==> config.mk <==
export PLATFORM = sky130hd
export DESIGN_NAME = wo_line_ctrl
export DESIGN_NICKNAME = d
export VERILOG_FILES = /design/src/rtl/wo_line_pkg.sv /design/src/rtl/wo_snoop_stage.sv /design/src/rtl/wo_local_stage.sv /design/src/rtl/wo_state_reg.sv /design/src/rtl/wo_line_ctrl.sv
export SDC_FILE = /design/constraint.sdc
export NUM_CORES = 1
export LEC_CHECK = 0
export CAP_MARGIN = 0
export CORE_AREA = 2 2 39 41
export DETAILED_ROUTE_END_ITERATION = 6
export DIE_AREA = 0 0 41 43
export PLACE_DENSITY = 0.45
export SLEW_MARGIN = 20
export SYNTH_ARGS = -nofsm -noshare
export SYNTH_HDL_FRONTEND = slang
export SYNTH_SLANG_ARGS = --single-unit
export TNS_END_PERCENT = 5
==> constraint.sdc <==
create_clock -name clk -period 2.35 [get_ports clk]
set_clock_uncertainty 0.15 [all_clocks]
set_input_delay 0.3525 -clock clk [delete_from_list [all_inputs] [get_ports clk]]
set_output_delay 0.3525 -clock clk [all_outputs]
set_load 0.02 [all_outputs]
==> src/rtl/wo_line_pkg.sv <==
package wo_line_pkg;
  localparam int STATE_W = 2;
  localparam int OP_W    = 2;

  typedef enum logic [STATE_W-1:0] {
    LS_INV = 2'b00,
    LS_VAL = 2'b01,
    LS_RES = 2'b10,
    LS_DRT = 2'b11
  } line_state_t;

  typedef enum logic [OP_W-1:0] {
    PR_IDLE  = 2'b00,
    PR_READ  = 2'b01,
    PR_WRITE = 2'b10,
    PR_RSVD  = 2'b11
  } pr_op_t;

  typedef enum logic [OP_W-1:0] {
    SN_NONE  = 2'b00,
    SN_READ  = 2'b01,
    SN_RDX   = 2'b10,
    SN_WONCE = 2'b11
  } snp_op_t;
endpackage

==> src/rtl/wo_snoop_stage.sv <==
module wo_snoop_stage
  import wo_line_pkg::*;
(
  input  line_state_t cur_state,
  input  snp_op_t     snp,
  output line_state_t mid_state,
  output logic        wb_req
);
  always_comb begin
    mid_state = cur_state;
    wb_req    = 1'b0;
    unique case (snp)
      SN_READ: begin
        if (cur_state == LS_DRT) begin
          wb_req    = 1'b1;
          mid_state = LS_VAL;
        end else if (cur_state == LS_RES) begin
          mid_state = LS_VAL;
        end
      end
      SN_RDX: begin
        if (cur_state == LS_DRT) begin
          wb_req    = 1'b1;
          mid_state = LS_INV;
        end else if (cur_state != LS_INV) begin
          mid_state = LS_INV;
        end
      end
      SN_WONCE: begin
        if (cur_state == LS_VAL || cur_state == LS_RES) begin
          mid_state = LS_INV;
        end
      end
      default: ;
    endcase
  end
endmodule

==> src/rtl/wo_local_stage.sv <==
module wo_local_stage
  import wo_line_pkg::*;
(
  input  line_state_t mid_state,
  input  pr_op_t      op,
  output line_state_t nxt_state,
  output logic        rd_req,
  output logic        rdx_req,
  output logic        wonce_req
);
  always_comb begin
    nxt_state = mid_state;
    rd_req    = 1'b0;
    rdx_req   = 1'b0;
    wonce_req = 1'b0;
    unique case (op)
      PR_READ: begin
        if (mid_state == LS_INV) begin
          rd_req    = 1'b1;
          nxt_state = LS_VAL;
        end
      end
      PR_WRITE: begin
        unique case (mid_state)
          LS_INV: begin
            rdx_req   = 1'b1;
            nxt_state = LS_DRT;
          end
          LS_VAL: begin
            wonce_req = 1'b1;
            nxt_state = LS_RES;
          end
          default: nxt_state = LS_DRT;
        endcase
      end
      default: ;
    endcase
  end
endmodule

==> src/rtl/wo_state_reg.sv <==
module wo_state_reg #(
  parameter int W = 2
) (
  input  logic         clk,
  input  logic         rst_n,
  input  logic         en,
  input  logic [W-1:0] d,
  output logic [W-1:0] q
);
  always_ff @(posedge clk or negedge rst_n) begin
    if (!rst_n) begin
      q <= '0;
    end else if (en) begin
      q <= d;
    end
  end
endmodule

==> src/rtl/wo_line_ctrl.sv <==
module wo_line_ctrl
  import wo_line_pkg::*;
(
  input  logic               clk,
  input  logic               rst_n,
  input  logic [OP_W-1:0]    pr_op,
  input  logic [OP_W-1:0]    snp_op,
  output logic               bus_rd,
  output logic               bus_rdx,
  output logic               bus_wronce,
  output logic               bus_wb,
  output logic [STATE_W-1:0] line_state
);
  line_state_t        cur_state;
  line_state_t        mid_state;
  line_state_t        nxt_state;
  logic [STATE_W-1:0] state_q;
  logic               state_en;

  assign cur_state = line_state_t'(state_q);

  wo_snoop_stage i_snoop (
    .cur_state (cur_state),
    .snp       (snp_op_t'(snp_op)),
    .mid_state (mid_state),
    .wb_req    (bus_wb)
  );

  wo_local_stage i_local (
    .mid_state (mid_state),
    .op        (pr_op_t'(pr_op)),
    .nxt_state (nxt_state),
    .rd_req    (bus_rd),
    .rdx_req   (bus_rdx),
    .wonce_req (bus_wronce)
  );

  assign state_en = (nxt_state != cur_state);

  wo_state_reg #(.W(STATE_W)) i_state (
    .clk   (clk),
    .rst_n (rst_n),
    .en    (state_en),
    .d     (nxt_state),
    .q     (state_q)
  );

  assign line_state = state_q;
endmodule

---- Yosys cells after proc, flatten, opt, wreduce, memory -nomap -nowiden ----
Cells that the tools add are included.
cells by class
  equal/unequal tests ..................... 10
  mux-type cells .......................... 16
  reduce and logical (&&, ||, !) cells .... 4
operators by type and width
  operator              count
  $mux W2               6
  $eq A2 B2 Y1 const B  5
  $eq A2 B1 Y1 const B  4
  $mux W1               8
  $pmux W2 S3           1
  $pmux W2 S2           1
  $logic_not A2 Y1      1
  $ne A2 B2 Y1          1
  $reduce_bool A2 Y1    1
  $reduce_or A2 Y1      1
  $logic_or A1 B1 Y1    1
storage, ports and cells
  register bits after elaboration ......... 2
  output and inout bits ................... 6

---- Longest topological paths before layout ----
Gate-level depths: netlist (run 1).
  word-level depth ........................ 8
  gate-level depth with buffers ........... 6

---- Cells and area by module ----
A second synthesis (run 1) with hierarchy kept.
second synthesis, totals
  cells, all modules ...................... 34
  area, all modules ....................... 282.8 sq um
modules (own cells, without submodules)
  module          instances  cells an instance  area an instance (sq um)  seq. area each (sq um)
  wo_local_stage  1          15                 100.1                     0.0
  wo_snoop_stage  1          12                 88.8                      0.0
  wo_state_reg    1          4                  72.6                      50.0
  wo_line_ctrl    1          3                  21.3                      0.0

---- Worst setup path after synthesis (run 1) ----
Ideal clock, no wire load.
  path type ............................... input port to output port
  start point ............................. input snp_op[0]
  end point ............................... output bus_wronce
  arrival time ............................ 1,246 ps
  path slack .............................. 601 ps
  stages .................................. 6
  path through ............................ inv_1 > ha_1 > nor2b_1 > o21ai_2 > and2_4 > nor2_1
between the ends
  longest elaborated chain between the ends .. 5
RTL lines
  what                                                 RTL line              RTL
  start: declaration                                   wo_line_ctrl.sv:7     input logic [OP_W-1:0] snp_op,
  $eq A2 B2 Y1 / $eq A2 B1 Y1 (equally long branches)  wo_snoop_stage.sv:12  unique case (snp)
  $pmux W2 S3 (*)                                      wo_snoop_stage.sv:12
  $eq A2 B1 Y1 (*)                                     wo_local_stage.sv:24  unique case (mid_state)
  $mux W1 (*)                                          wo_local_stage.sv:24
  $mux W1 (*)                                          wo_local_stage.sv:16  unique case (op)
  end: declaration                                     wo_line_ctrl.sv:10    output logic bus_wronce,
Every way passes the cells marked *; elsewhere a longest branch is shown, timed or not.

---- Worst setup path in the final report (run 1) ----
  start point ............................. input snp_op[0]
  end point ............................... output bus_rd
between the ends
  longest elaborated chain between the ends .. 5
RTL lines
  what                                                 RTL line              RTL
  $eq A2 B2 Y1 / $eq A2 B1 Y1 (equally long branches)  wo_snoop_stage.sv:12
  $pmux W2 S3 (*)                                      wo_snoop_stage.sv:12
  $logic_not A2 Y1 (*)                                 wo_local_stage.sv:18  if (mid_state == LS_INV) begin
  $mux W1 (*)                                          wo_local_stage.sv:18
  $mux W1 (*)                                          wo_local_stage.sv:16
  end: declaration                                     wo_line_ctrl.sv:8     output logic bus_rd,
Marked as above.

==> results of run 1 <==
==> routing by layer <==
layer | part of all wire [%] | GRT usage (%) | vias up | wire length, µm
met5 | 0 | 0 | - | 0
met2 | 52 | 10.6 | 4 | 310
met3 | 3.4 | 1.57 | 0 | 20
met1 | 45 | 11.2 | 128 | 266
li1 | - | - | 145 | -
met4 | 0 | 8.00 | 0 | 0
==> report_power, final <==
part           total, mW  switching (mW)  internal [mW]  leakage [nW]
clock network     0.0751          0.0188         0.0563        0.0138
registers         0.0448         0.00558         0.0392        0.0255
logic             0.0854          0.0368         0.0485         0.217
total              0.205          0.0612          0.144         0.256
==> placed cells by master, fill, tap and decap left out <==
cell type | Yosys | routed
buf_4 | 0 | 10
inv_1 | 5 | 5
clkdlybuf4s50_1 | 0 | 5
ha_1 | 5 | 4
and3_2 | 3 | 3
clkbuf_4 | 0 | 3
and2_4 | 2 | 2
o21ai_2 | 2 | 2
nand2_1 | 2 | 2
nor2_1 | 2 | 2
dfrtp_1 | 2 | 2
dlygate4sd2_1 | 0 | 2
nor2b_1 | 1 | 1
o21ai_1 | 0 | 1
o22ai_1 | 1 | 1
nand3_1 | 1 | 1
and3b_2 | 1 | 1
o21ai_0 | 2 | 1
o211a_1 | 1 | 1
ha_2 | 0 | 1
dlymetal6s2s_1 | 0 | 1
clkbuf_2 | 0 | 1
==> through the flow <==
stage	instances	worst slack, ns
after floorplan	30	0.601
after global placement	63	-0.464
after detailed placement	63	-0.540
after CTS	66	-0.0515
after global routing	68	0.166
final	68	0.268
==> final cells by class <==
| cell class | instances | area share, % |
|---|---|---|
| multi-input cells | 23 | 40.5 |
| clock buffers | 3 | 4.93 |
| inverters | 5 | 4.11 |
| repair buffers | 19 | 35.1 |
| well taps | 16 | 4.38 |
| flip-flops and latches | 2 | 11.0 |
==> Yosys cell counts, drive strengths merged <==
cell / number / area share [%]
dfrtp: 2 / 20
o21ai: 4 / 11
nor2: 2 / 3.0
and2: 2 / 7.0
nor2b: 1 / 2.5
nand2: 2 / 3.0
inv: 5 / 7.5
o211a: 1 / 4.0
nand3: 1 / 2.0
o22ai: 1 / 2.5
and3b: 1 / 4.0
and3: 3 / 9.0
ha: 5 / 25
==> timing repair <==
item / in CTS / in global routing
gates resized for setup: 14 / 4
setup endpoints to repair: 4 / 3
buffers inserted: 0 / 2
pin swaps: 0 / 1
hold buffers: 0 / 0
==> logic make-up after synthesis <==
kind of cell	synth area share, %
buffers and inverters	7.46
and+or+nand+nor	30.4
DFF	19.9
AOI/OAI and AO/OA	17.4
adders and majority gates	24.9
==> worst min-delay path by stage <==
stage | startpoint | endpoint | slack (ns) | cells past startpoint
floorplan | rst_n | i_state.q[0] | -0.09 | 0
global placement | rst_n | i_state.q[0] | 0.37 | 1
detailed placement | rst_n | i_state.q[0] | 0.37 | 1
CTS | rst_n | i_state.q[0] | 0.13 | 1
global route | rst_n | i_state.q[0] | 0.13 | 1
finish | rst_n | i_state.q[1] | 0.14 | 1
==> results.md, run 1 <==
* Sequential cell area in the final layout at about 50 µm²
* Critical path endpoint category: output pin
* CTS Root Buffer Type: clkbuf_4
* Number of max-slew violations in the final report at 0
* Clock buffer count from CTS at 3
* Routed vias at approximately 280
* Largest registers: i_state.q x2
* Global-route wire length before repair at approximately 1000 µm
* FF-to-FF setup slack at approximately 0.86 ns
* Arrival time worst endpoint at 1.58 ns
* Initial antenna violation count at 0
* Number of buffer cells added on primary ports at 11
* Pwr Total at 205 µW
* Worst stage delay on the critical path at between 0.2 and 0.3 ns
* Leak Pwr at between 0.2 and 0.3 nW
* Number of remaining DRC errors at 0
* Total Routed Length at 596 µm
* Class of the most critical hold timing path: primary input to async pin
* Cells along the critical path: dlygate4sd2_1 > ha_1 > nor2b_1 > o21ai_2 > and2_4 > and3_2 > buf_4
* Via density at between 4 and 5
* Die W at around 40 µm
* Worst VDD drop at between 0.2 and 0.3 mV
* Total overflow reported by the global router at 0
* WS Path Type: primary input to output pin
* Clock transition at the registers of the reported paths at 0.03 ns
* Initial core utilization at 18.2%
* Routability congestion estimate at roughly 0.73
* Post-Synthesis Net Count at 41
* Mean routed wirelength per cell at slightly below 9 µm
* Num Clock Sinks at 2
* Layout cell share with drive strength beyond 1 at between 40 and 50%
* # nets final at between 60 and 70
* Worst-case clock buffer depth at 2
* Reg2reg path depth at 6
* Clock tree from TritonCTS: built
* Combined area of all synthesized cells at approximately 250 µm²
* Footprint of the multi-input gates at 185 µm²
* Count of state elements after synthesis at 2
* Area after detailed placement at about 430 µm²
* Core utilization of the finished layout at between 30 and 40%
* Post-synthesis sequential area ratio at about a fifth
* Pin count of the biggest net entering global routing at 6
* Final design area excluding fillers at approximately 460 µm²
* Area grow syn2layout at 81.6%
* Number of placement rows at 14
* Critical path buffer and inverter count at 2
* Antenna Cells at 0
* Area of the die at 1760 µm²
* Max-Cap Viols at 0
* Number of nets with antenna violations after detailed routing at 0
* Worst slew pin tran at around 0.21 ns
* Setup repair after global routing missed its margin: false
* Cell family with most CP delay: simple AND/OR/NAND/NOR gates
* Launch instance of the worst register-to-register path: i_state.q[0]
* Cell type of the slowest stage on the worst timing path: dlygate4sd2_1
* Category of the worst setup path launch point: primary input
* Final hold violation count at 0
* TritonRoute pass-1 iters at 2
* Crit Path Max Fanout at 4
* Hold slack final at 0.142 ns
* Die outline height at ~43 µm
* First element of the critical path: snp_op[0]
* Std-Cell Core Area at approximately 1400 µm²
* Setup TNS at 0 ns
* Path length in cells of the critical path at 7
* Crit share post-route at between 80% and 90%
* Count of distinct cell types in the synthesized netlist at 14
* Outcome: complete, no violations
* Setup-failing EPs final at 0
* Peak clock frequency supported by timing at a little under 500 MHz
* Yosys warnings at 0
* Required @ worst endpoint at between 1.5 and 2 ns
* Count of H-tree levels built during CTS at 1
* Cell count after synthesis at 30
* Number of flip-flops in the largest register at 2
* Destination of the critical timing path: bus_rd
* I/O pin count at 12
* Number of global-route vias before repair at around 250
* Iteration-0 DRC Markers at 6
* Total track usage at roughly 8.4%
* Register with the most flip-flops: i_state.q
* Power density over cell area at 450 nW/µm²
* Worst slew slack as a fraction of its limit at 86.0%
* Source-to-sink clock delay at the later pin of the worst-skew pair at roughly 0.22 ns
* Reg2reg end: i_state.q[0]
* Final critical path time including I/O delays and setup at between 2 and 2.5 ns
* Fill cell instance count of the final layout at roughly 160
* Synthesized area divided by synthesized cell count at around 8.4 µm²
No activity file was read; power rests on OpenSTA's default activity.
==> inputs of run 2 (changes only) <==
- REMOVE_ABC_BUFFERS: default -> 1
- SKIP_LAST_GASP: default -> 1
==> run 2 against run 1 <==
Against the previous run:
- clock power about the same
- design area down 4.7%
- global-route usage down 0.10 points
- register-to-register slack better by 0.11 ns
- setup slack worse by 0.25 ns
- sequential share of layout area up 0.54 points
- worst hold slack unchanged
- sequential cell count unchanged
==> results.md, run 2 (synthesis results as in run 1) <==
* Outcome: complete, no violations (unchanged)
* Std-Cell Core Area at 1380 µm² (unchanged)
* Number of nets with antenna violations after detailed routing at 0 (unchanged)
* Initial antenna violation count at 0 (unchanged)
* Mean routed wirelength per cell at 8.35 µm (was 8.76 µm)
* Max-Cap Viols at 0 (unchanged)
* Total Routed Length at 551 µm (was 596 µm)
* Area of the die at 1760 µm² (unchanged)
* Final design area excluding fillers at 435 µm² (was 457 µm²)
* Routed vias at 262 (was 277)
* Die W at 41 µm (unchanged)
* Largest registers: i_state.q x2 (unchanged)
* Total overflow reported by the global router at 0 (unchanged)
* Launch instance of the worst register-to-register path: i_state.q[0] (unchanged)
* Required @ worst endpoint at 1.85 ns (about the same)
* Fill cell instance count of the final layout at 156 (unchanged)
* Register with the most flip-flops: i_state.q (unchanged)
* Antenna Cells at 0 (unchanged)
* CTS Root Buffer Type: clkbuf_4 (unchanged)
* I/O pin count at 12 (unchanged)
* Net switching share of the total power at 30.0% (was 29.8%)
* Number of max-slew violations in the final report at 0 (unchanged)
* Power density over cell area at 458 nW/µm² (was 450 nW/µm²)
* Setup TNS at 0 ns (unchanged)
* Peak clock frequency supported by timing at 428 MHz (was 480 MHz)
* Net switching power of the design at 59.8 µW (was 61.2 µW)
* Num Clock Sinks at 2 (unchanged)
* Setup repair after global routing missed its margin: true (was false)
* Routability congestion estimate at 0.727 (unchanged)
* # nets final at 63 (was 65)
* Iteration-0 DRC Markers at 4 (was 6)
* Reg2reg end: i_state.q[0] (unchanged)
* Total track usage at 8.32% (was 8.43%)
* Part of the power in combinational logic at 39.8% (was 41.6%)
* WS Path Type: primary input to output pin (unchanged)
* Fraction of power consumed by sequential logic at 22.5% (was 21.8%)
* Number of global-route vias before repair at 245 (was 251)
* Worst-case clock buffer depth at 2 (unchanged)
* Leak Pwr at 0.253 nW (was 0.256 nW)
* Clock tree from TritonCTS: built (unchanged)
* Class of the most critical hold timing path: primary input to async pin (unchanged)
* Clock transition at the registers of the reported paths at 0.03 ns (about the same)
* Layout cell share with drive strength beyond 1 at 40.0% (was 44.2%)
* Number of buffer cells added on primary ports at 11 (unchanged)
* FF-to-FF setup slack at 0.97 ns (was 0.86 ns)
* Die outline height at 43 µm (unchanged)
* Setup-failing EPs final at 0 (unchanged)
* Area after detailed placement at 427 µm² (unchanged)
* Global-route wire length before repair at 986 µm (was 1000 µm)
* Final hold violation count at 0 (unchanged)
* Number of remaining DRC errors at 0 (unchanged)
* Hold-fix buffers at CTS at 0 (unchanged)
* Pin count of the biggest net entering global routing at 6 (unchanged)
* Final critical path time including I/O delays and setup at 2.34 ns (was 2.08 ns)
* Worst slew slack as a fraction of its limit at 85.1% (was 86.0%)
* Non-filler cells in the finished layout at 66 (was 68)
* Number of placement rows at 14 (unchanged)
* Hold slack final at 0.142 ns (unchanged)
* Count of H-tree levels built during CTS at 1 (unchanged)
* Cell-internal power at 139 µW (was 144 µW)
* Worst slew pin tran at 0.224 ns (was 0.209 ns)
* Via density at 3.97 (was 4.07)
* TritonRoute pass-1 iters at 2 (unchanged)
* Clk pwr share at 37.7% (was 36.6%)
* Number of flip-flops in the largest register at 2 (unchanged)
* Area grow syn2layout at 73.1% (was 81.6%)
* Source-to-sink clock delay at the later pin of the worst-skew pair at 0.22 ns (about the same)
* Leading cell types in the layout, fill and taps excluded: clkdlybuf4s50_1, buf_4, inv_1, ha_1 (was buf_4, inv_1, clkdlybuf4s50_1)
* Placed instance count at 63 (unchanged)
* Crit share post-route at 99.5% (was 88.6%)
* Critical path endpoint category: output pin (unchanged)
* Clock buffer count from CTS at 3 (unchanged)
* Arrival time worst endpoint at 1.83 ns (was 1.58 ns)
* Reg2reg path depth at 5 (was 6)
* Initial core utilization at 18.2% (unchanged)
* Crit Path Max Fanout at 4 (unchanged)
* Category of the worst setup path launch point: primary input (unchanged)
* Worst VDD drop at 0.269 mV (was 0.257 mV)
run 2: cell count changes in the layout (fill, tap and decap cells not counted), sizes merged:
cell           delta
buf               -2
clkdlybuf4s50     +1
dlygate4sd2       -1
run 2: critical path, cell delays in order:
cell and delay [ns]:
clkdlybuf4s50_1 0.48, inv_1 0.06, ha_1 0.18, nor2b_1 0.14
o21ai_2 0.13, and2_4 0.17, and3_2 0.16, buf_2 0.15
run 2: how the worst max path moves through the flow:
stage               from          to  slack (ns)  cells after the start
4_1_cts        snp_op[1]  bus_wronce       -0.07                      8
3_5_place_dp   snp_op[0]      bus_rd       -0.54                      7
3_3_place_gp   snp_op[0]      bus_rd       -0.46                      7
2_1_floorplan  snp_op[0]  bus_wronce        0.60                      6
6_report       snp_op[1]      bus_rd        0.01                      8
5_1_grt        snp_op[1]     bus_rdx       -0.09                      8
run 2: stage by stage:
stage	setup slack, ns	power, mW	utilization (%)
3_3_place_gp	-0.464	0.130	30.8
6_report	0.0129	0.199	31.5
4_1_cts	-0.0743	0.207	31.6
2_1_floorplan	0.601	0.0856	-
5_1_grt	-0.0881	0.218	31.5
3_5_place_dp	-0.540	0.130	30.8
run 2: cell type report:
class	instances	area [µm²]	share of cell area, %
Multi-Input combinational cell	23	183	42.0
Sequential cell	2	50.0	11.5
Timing Repair Buffer	17	141	32.5
Clock buffer	3	22.5	5.17
Tap cell	16	20.0	4.60
Inverter	5	18.8	4.31
run 2: timing repair:
action / CTS / global route
gates cloned: 0 / 0
endpoints found under the setup margin: 4 / 4
gates resized for setup: 11 / 3
pin swaps: 0 / 0
setup buffers: 0 / 0
run 2: layer usage:
layer  global-route usage [%]  part of all wire [%]  up-vias
li1                         -                     -      141
met1                     11.2                    44      117
met2                     10.3                    53        4
met3                     1.57                   3.6        0
met4                     8.00                     0        0
met5                        0                     0        -
run 2: power groups by stage:
stage,Clock (mW),Sequential [mW],Combinational (mW)
final,0.0751,0.0448,0.0793
after CTS,0.0811,0.0453,0.0809
after detailed placement,0,0.0456,0.0840
after global placement,0,0.0457,0.0841
after floorplan,0,0.0496,0.0360
after global routing,0.0848,0.0462,0.0868
